<file path="src/rtl/alc_det_pkg.sv">
package alc_det_pkg;

    localparam int COEF_W    = 24;
    localparam int COEF_FRAC = 22;

    typedef enum logic [1:0] {
        RATE_12K  = 2'b00,
        RATE_24K  = 2'b01,
        RATE_48K  = 2'b10,
        RATE_RSVD = 2'b11
    } rate_code_e;

    typedef enum logic {
        ST_OFF = 1'b0,
        ST_RUN = 1'b1
    } det_state_e;

    typedef struct packed {
        logic [COEF_W-1:0] zero_c;
        logic [COEF_W-1:0] pole_c;
    } zp_coef_t;

    // zero and pole radii in Q2.22, unity feed-forward gain
    localparam logic [COEF_W-1:0] ZERO_12K = 24'd3980342;
    localparam logic [COEF_W-1:0] POLE_12K = 24'd3877489;
    localparam logic [COEF_W-1:0] ZERO_24K = 24'd4085922;
    localparam logic [COEF_W-1:0] POLE_24K = 24'd4032786;
    localparam logic [COEF_W-1:0] ZERO_48K = 24'd4139758;
    localparam logic [COEF_W-1:0] POLE_48K = 24'd4112752;

endpackage

</file>
<file path="src/rtl/alc_coef_bank.sv">
module alc_coef_bank
    import alc_det_pkg::*;
(
    input  logic              clk,
    input  logic              rst_n,
    input  logic              wr_en,
    input  logic [1:0]        code_in,
    output rate_code_e        code_q,
    output zp_coef_t          coef
);

    always_ff @(posedge clk or negedge rst_n) begin
        if (!rst_n) begin
            code_q <= RATE_48K;
        end else if (wr_en && (code_in != RATE_RSVD)) begin
            code_q <= rate_code_e'(code_in);
        end
    end

    always_comb begin
        unique case (code_q)
            RATE_12K: coef = '{zero_c: ZERO_12K, pole_c: POLE_12K};
            RATE_24K: coef = '{zero_c: ZERO_24K, pole_c: POLE_24K};
            RATE_48K: coef = '{zero_c: ZERO_48K, pole_c: POLE_48K};
            default:  coef = '{zero_c: ZERO_48K, pole_c: POLE_48K};
        endcase
    end

endmodule

</file>
<file path="src/rtl/alc_zp_filter.sv">
module alc_zp_filter
    import alc_det_pkg::*;
#(
    parameter int SMP_W = 24,
    parameter int Y_W   = SMP_W + 2
) (
    input  logic                    clk,
    input  logic                    rst_n,
    input  logic                    clr,
    input  logic                    adv,
    input  logic signed [SMP_W-1:0] x_in,
    input  zp_coef_t                coef,
    output logic signed [Y_W-1:0]   y_out
);

    localparam int ACC_W = SMP_W + COEF_W + 4;
    localparam logic signed [ACC_W-1:0] Y_MAX = ACC_W'((64'sd1 <<< (Y_W-1)) - 64'sd1);
    localparam logic signed [ACC_W-1:0] Y_MIN = -Y_MAX;

    logic signed [SMP_W-1:0] x1_q;
    logic signed [Y_W-1:0]   y1_q;

    logic signed [ACC_W-1:0] xe, x1e, y1e, ze, pe, acc, yq;

    always_comb begin
        xe  = ACC_W'(x_in);
        x1e = ACC_W'(x1_q);
        y1e = ACC_W'(y1_q);
        ze  = $signed(ACC_W'(coef.zero_c));
        pe  = $signed(ACC_W'(coef.pole_c));
        acc = (xe <<< COEF_FRAC) - (x1e * ze) + (y1e * pe);
        yq  = acc >>> COEF_FRAC;
        if (yq > Y_MAX) begin
            y_out = Y_W'(Y_MAX);
        end else if (yq < Y_MIN) begin
            y_out = Y_W'(Y_MIN);
        end else begin
            y_out = Y_W'(yq);
        end
    end

    always_ff @(posedge clk or negedge rst_n) begin
        if (!rst_n) begin
            x1_q <= '0;
            y1_q <= '0;
        end else if (clr) begin
            x1_q <= '0;
            y1_q <= '0;
        end else if (adv) begin
            x1_q <= x_in;
            y1_q <= y_out;
        end
    end

endmodule

</file>
<file path="src/rtl/alc_mag_cmp.sv">
module alc_mag_cmp #(
    parameter int IN_W  = 26,
    parameter int THR_W = 24
) (
    input  logic signed [IN_W-1:0] val,
    input  logic [THR_W-1:0]       thr,
    output logic                   over
);

    localparam int CMP_W = (IN_W > THR_W) ? IN_W : THR_W;
    localparam logic [IN_W-1:0] MOST_NEG = {1'b1, {(IN_W-1){1'b0}}};
    localparam logic [IN_W-1:0] MOST_POS = {1'b0, {(IN_W-1){1'b1}}};

    logic [IN_W-1:0] mag;

    always_comb begin
        if (val == $signed(MOST_NEG)) begin
            mag = MOST_POS;
        end else if (val[IN_W-1]) begin
            mag = IN_W'(-val);
        end else begin
            mag = IN_W'(val);
        end
        over = CMP_W'(mag) > CMP_W'(thr);
    end

endmodule

</file>
<file path="src/rtl/alc_detect_frontend.sv">
module alc_detect_frontend
    import alc_det_pkg::*;
#(
    parameter int SMP_W = 24
) (
    input  logic                    clk,
    input  logic                    rst_n,
    input  logic                    smp_stb,
    input  logic signed [SMP_W-1:0] rec_smp,
    input  logic signed [SMP_W-1:0] play_smp,
    input  logic                    path_rec,
    input  logic                    alc_on,
    input  logic                    eq_bypass,
    input  logic [SMP_W-1:0]        lim_thr,
    input  logic                    coef_wr,
    input  logic [1:0]              coef_code,
    output logic                    lim_flag,
    output logic                    clip_flag
);

    localparam int Y_W = SMP_W + 2;
    localparam logic [SMP_W-1:0] FULL_SCALE = SMP_W'(1) << (SMP_W - 2);
    localparam logic [SMP_W-1:0] CLIP_LVL   = FULL_SCALE + (FULL_SCALE >> 4) + (FULL_SCALE >> 11);
    localparam logic signed [SMP_W-1:0] X_MIN = {1'b1, {(SMP_W-1){1'b0}}};

    det_state_e st_q, st_d;
    rate_code_e coef_code_q;
    zp_coef_t   coef;

    logic signed [SMP_W-1:0] x_sel, x_sat;
    logic signed [Y_W-1:0]   y_now, lim_src;
    logic                    hist_clr, hist_adv;
    logic                    over_lim, over_clip;

    // stream selection and clamp of the single unrepresentable magnitude
    always_comb begin
        x_sel = path_rec ? rec_smp : play_smp;
        x_sat = (x_sel == X_MIN) ? (X_MIN + SMP_W'(1)) : x_sel;
    end

    // state register
    always_comb begin
        st_d = alc_on ? ST_RUN : ST_OFF;
    end

    always_ff @(posedge clk or negedge rst_n) begin
        if (!rst_n) begin
            st_q <= ST_OFF;
        end else begin
            st_q <= st_d;
        end
    end

    // per-state controls for the filter history
    always_comb begin
        hist_clr = 1'b0;
        hist_adv = 1'b0;
        unique case (st_d)
            ST_OFF: hist_clr = 1'b1;
            ST_RUN: hist_adv = smp_stb;
        endcase
    end

    // registered flags
    always_ff @(posedge clk or negedge rst_n) begin
        if (!rst_n) begin
            lim_flag  <= 1'b0;
            clip_flag <= 1'b0;
        end else begin
            unique case (st_d)
                ST_OFF: begin
                    lim_flag  <= 1'b0;
                    clip_flag <= 1'b0;
                end
                ST_RUN: begin
                    if (smp_stb) begin
                        lim_flag  <= over_lim;
                        clip_flag <= over_clip;
                    end
                end
            endcase
        end
    end

    alc_coef_bank u_coef (
        .clk     (clk),
        .rst_n   (rst_n),
        .wr_en   (coef_wr),
        .code_in (coef_code),
        .code_q  (coef_code_q),
        .coef    (coef)
    );

    alc_zp_filter #(.SMP_W(SMP_W), .Y_W(Y_W)) u_eq (
        .clk   (clk),
        .rst_n (rst_n),
        .clr   (hist_clr),
        .adv   (hist_adv),
        .x_in  (x_sat),
        .coef  (coef),
        .y_out (y_now)
    );

    always_comb begin
        lim_src = eq_bypass ? Y_W'(x_sat) : y_now;
    end

    alc_mag_cmp #(.IN_W(Y_W), .THR_W(SMP_W)) u_lim_det (
        .val  (lim_src),
        .thr  (lim_thr),
        .over (over_lim)
    );

    alc_mag_cmp #(.IN_W(SMP_W), .THR_W(SMP_W)) u_clip_det (
        .val  (x_sat),
        .thr  (CLIP_LVL),
        .over (over_clip)
    );

endmodule

</file>
<file path="config.mk">
export PLATFORM = sky130hd
export DESIGN_NAME = alc_detect_frontend
export DESIGN_NICKNAME = d
export VERILOG_FILES = /design/src/rtl/alc_det_pkg.sv /design/src/rtl/alc_coef_bank.sv /design/src/rtl/alc_zp_filter.sv /design/src/rtl/alc_mag_cmp.sv /design/src/rtl/alc_detect_frontend.sv
export SDC_FILE = /design/constraint.sdc
export NUM_CORES = 2
export LEC_CHECK = 0
export CAP_MARGIN = 20
export CORE_MARGIN = 3
export CORE_UTILIZATION = 30
export CTS_BUF_LIST = sky130_fd_sc_hd__clkbuf_16
export CTS_CLUSTER_DIAMETER = 40
export CTS_CLUSTER_SIZE = 16
export DETAILED_ROUTE_END_ITERATION = 6
export DONT_BUFFER_PORTS = 1
export SYNTH_ARGS = -nofsm -noshare
export SYNTH_HDL_FRONTEND = slang
export SYNTH_SLANG_ARGS = --single-unit
export TNS_END_PERCENT = 10
</file>
<file path="constraint.sdc">
create_clock -name clk -period 40.6 [get_ports clk]
set_input_delay 8.12 -clock clk [delete_from_list [all_inputs] [get_ports clk]]
set_output_delay 8.12 -clock clk [all_outputs]
set_load 0.05 [all_outputs]
</file>
==> results.md <==
- Post-Syn Nets: 5,898
- Post-route ant nets: 0
- Final Critical Period: around 18 ns
- Total core area: approximately 0.13 mm²
- Dominant synthesized flop cell: dfrtp_1
- Setup TNS Final: 0 ns
- CP peak stage delay: 0.57 ns
- Final setup violation count: 0
- Die Width: ~370 µm
- Slew margin rel.: 0.254
- Crit Path Max Fanout: 34
- Leading area contributor after synthesis: fa_1
- Routed vias: between 20k and 30k
- CTS tree: yes
- CTS sink count: 54
- Initial antenna violation count: 6
- Max Fclk: about 55 MHz
- Largest net degree at the start of global routing: 90
- DR pass1 iterations: 5
- Period utilization: 0.450
- Clk_skew: about 0.024 ns
- EDFF count, synth: 0
- IO buf count: 0
- Critical Path Most Common Cell: o21a_1
- Number of vias per cell: between 4 and 5
- CP Launch Point: path_rec
- Top-area cell type share of the netlist area: 0.504
- Synth warn: 0
- RSZ-0062 raised after global routing: false
- Congestion Overflow GR: 0
- HPWL Detailed: approximately 120 mm
- Final Util: 0.321
- CP Launch Type: input pin
- Clock slew seen by the registers of the worst setup and hold paths: approximately 0.11 ns
- Crit path DAT: ~19 ns
- Cell area after layout: ~0.043 mm²
- Initial Util: 0.303
- R2R Setup Slk: about 25 ns
- DR DRC count: 0
- Fill cell count: around 14k
- Setup Fix Bufs, Post-CTS: 0
- Area contributors post-synth: fa_1 50%, inv_1 14%, ha_1 13%
- Non-filler cells, final: just over 6k
- Max-slew violation count: 0
- Detailed Route WL: 134 mm
- Post-Syn Area: 0.0407 mm²
- Placed Area: approximately 0.043 mm²
- Fin nets: 5,852
- Status: finished clean
- Worst-Margin Slew: 1.11 ns
- Root Driver: clkbuf_16
- Worst R2R Start: u_coef.code_q[1]$_DFFE_PN1P_
- H-tree Lvls: 2
- Synth cell types: 90
- Post-synthesis sequential area ratio: 0.0333
- First-pass GRT wire length: about 210 mm
- Req. time, crit path: ~41 ns
- Wirelength per Cell: around 22 µm
- Cts bufs inserted: 5
- Routability Congestion: 0.966
- Avg Cell Area, Syn: slightly above 9 µm²
- Post-synth ARST share: 1.00
- Count of cells resized by post-cts repair: 0
- GRT Resource Usage Total: 0.197
- Crit Reg-Reg Endpoint: lim_flag$_DFFE_PN0P_
- Syn Inst Count: roughly 4.4k
- Critical path's slowest cell: mux2i_1
- Initial DRC Count: 2,004
- DIE AREA: approximately 0.14 mm²
- Reg2Reg Depth: 48
- #FFs+latches synth: 54
- MaxCap Viol Count: 0
- Layout area overhead: 5.76%
- Die Height: around 370 µm
- Hold Buf Count CTS: 0
- Vias in the first global route: 32.2k
- Clock Latency Late Sink: 0.36 ns
- Fin. Hold Viols: 0
- Layout cells sized above 1: 0.0303
- Worst hold path class: flip-flop to flip-flop
- Critical path endpoint category: flip-flop
- Max Buffers Root-to-Sink: 2
- Setup crit end: lim_flag$_DFFE_PN0P_
- Placed Cells: just over 6k
- Ports: 83
- Crit path kind: input pin to flip-flop
- Num rows: about 130
[cells in the mapped netlist (32+ instances only)]
cell type / n
fa_1: 1023
ha_1: 422
nand3_1: 32
a21oi_1: 116
nor2_1: 166
o21ai_0: 81
nand4_1: 33
inv_1: 1467
xnor2_1: 40
clkbuf_1: 80
dfrtp_1: 53
nand2b_1: 71
nor3_1: 67
nand2_1: 270
and2_1: 38
[layout by cell type (no fill, tap or decap), types with 6 or more instances in the layout]
cell type,n
inv_1,1466
fa_1,1023
ha_1,422
nand2_1,270
nor2_1,166
a21oi_1,116
o21ai_0,81
nand2b_1,70
nor3_1,67
dfrtp_1,53
buf_4,49
xnor2_1,40
and2_1,38
nand4_1,33
nand3_1,32
mux2i_1,30
or2_2,28
o211a_1,26
xor2_1,25
o21a_1,18
o211ai_1,17
a21o_1,17
a211oi_1,17
nor4_1,15
o31ai_1,14
a31oi_1,11
nor2b_1,11
and3_1,9
or3_1,9
o21bai_1,8
a311oi_1,8
o31a_1,7
nor3b_1,6
mux2_2,6
o21ai_1,6
a221oi_1,6
[flip-flops by register name (all words and copies together) (netlist names)]
register and count:
u_eq.y1_q 26, u_coef.code_q 2, clip_flag 1, lim_flag 1, u_eq.x1_q 24
[area by class of cell]
| type | instances | area, µm² | share of cell area |
|---|---|---|---|
| inverters | 1468 | 5510 | 0.128 |
| flip-flops and latches | 54 | 1360 | 0.0315 |
| multi-input cells | 2748 | 33400 | 0.777 |
| repair buffers | 49 | 368 | 0.00856 |
| diodes | 1 | 2.50 | 0.0000582 |
| clock inverters | 3 | 28.8 | 0.000669 |
| clock buffers | 5 | 125 | 0.00291 |
| well taps | 1768 | 2210 | 0.0515 |
[worst max-delay path: cells and delay by family]
kind                       cells  cell delay, ns
muxes                          1            0.57
and+or+nand+nor               10            2.28
xor gates and xnor gates       1            0.44
adders and majority gates      6            2.37
buffers and inverters          5            0.78
AOI/OAI and AO/OA             19            3.88
[routing by layer]
| layer | GRT usage | vias up | wire length (µm) |
|---|---|---|---|
| met5 | 0 | - | 61 |
| met3 | 0.0340 | 235 | 9140 |
| li1 | - | 12900 | - |
| met4 | 0.0669 | 10 | 5350 |
| met1 | 0.259 | 15300 | 55600 |
| met2 | 0.326 | 1062 | 64300 |
[logic make-up (layout without fill, tap and decap cells)]
group / after synthesis / in the layout / synth area share
other: 0 / 1 / 0
buffers and inverters: 1570 / 1525 / 0.146
and+or+nand+nor: 786 / 786 / 0.0935
DFF: 54 / 54 / 0.0333
AOI/OAI and AO/OA: 416 / 416 / 0.0707
muxes: 36 / 36 / 0.00905
xor gates and xnor gates: 65 / 65 / 0.0140
adders and majority gates: 1445 / 1445 / 0.634
[how the worst min path moves through the flow]
stage	start	slack (ns)	end	depth (start not counted)
floorplan	u_eq.y1_q[5]$_DFFE_PN0P_	0.53	u_eq.y1_q[5]$_DFFE_PN0P_	1
global placement	u_coef.code_q[0]$_DFFE_PN0P_	0.49	u_coef.code_q[0]$_DFFE_PN0P_	2
detailed placement	u_coef.code_q[0]$_DFFE_PN0P_	0.52	u_coef.code_q[0]$_DFFE_PN0P_	2
CTS	u_coef.code_q[0]$_DFFE_PN0P_	0.55	u_coef.code_q[0]$_DFFE_PN0P_	2
global route	u_coef.code_q[0]$_DFFE_PN0P_	0.58	u_coef.code_q[0]$_DFFE_PN0P_	2
finish	u_coef.code_q[0]$_DFFE_PN0P_	0.54	u_coef.code_q[0]$_DFFE_PN0P_	2
[per-stage QoR]
| step | setup slack, ns | hold WS [ns] |
|---|---|---|
| 2_1_floorplan | 23.09 | 0.530 |
| 3_3_place_gp | 22.09 | 0.493 |
| 3_5_place_dp | 21.98 | 0.522 |
| 4_1_cts | 22.37 | 0.546 |
| 5_1_grt | 21.47 | 0.575 |
| 6_report | 22.34 | 0.538 |
Power is left out: the tool's default activity adds up to more than one toggle a clock period on the data nets, which glitch-free logic cannot reach.
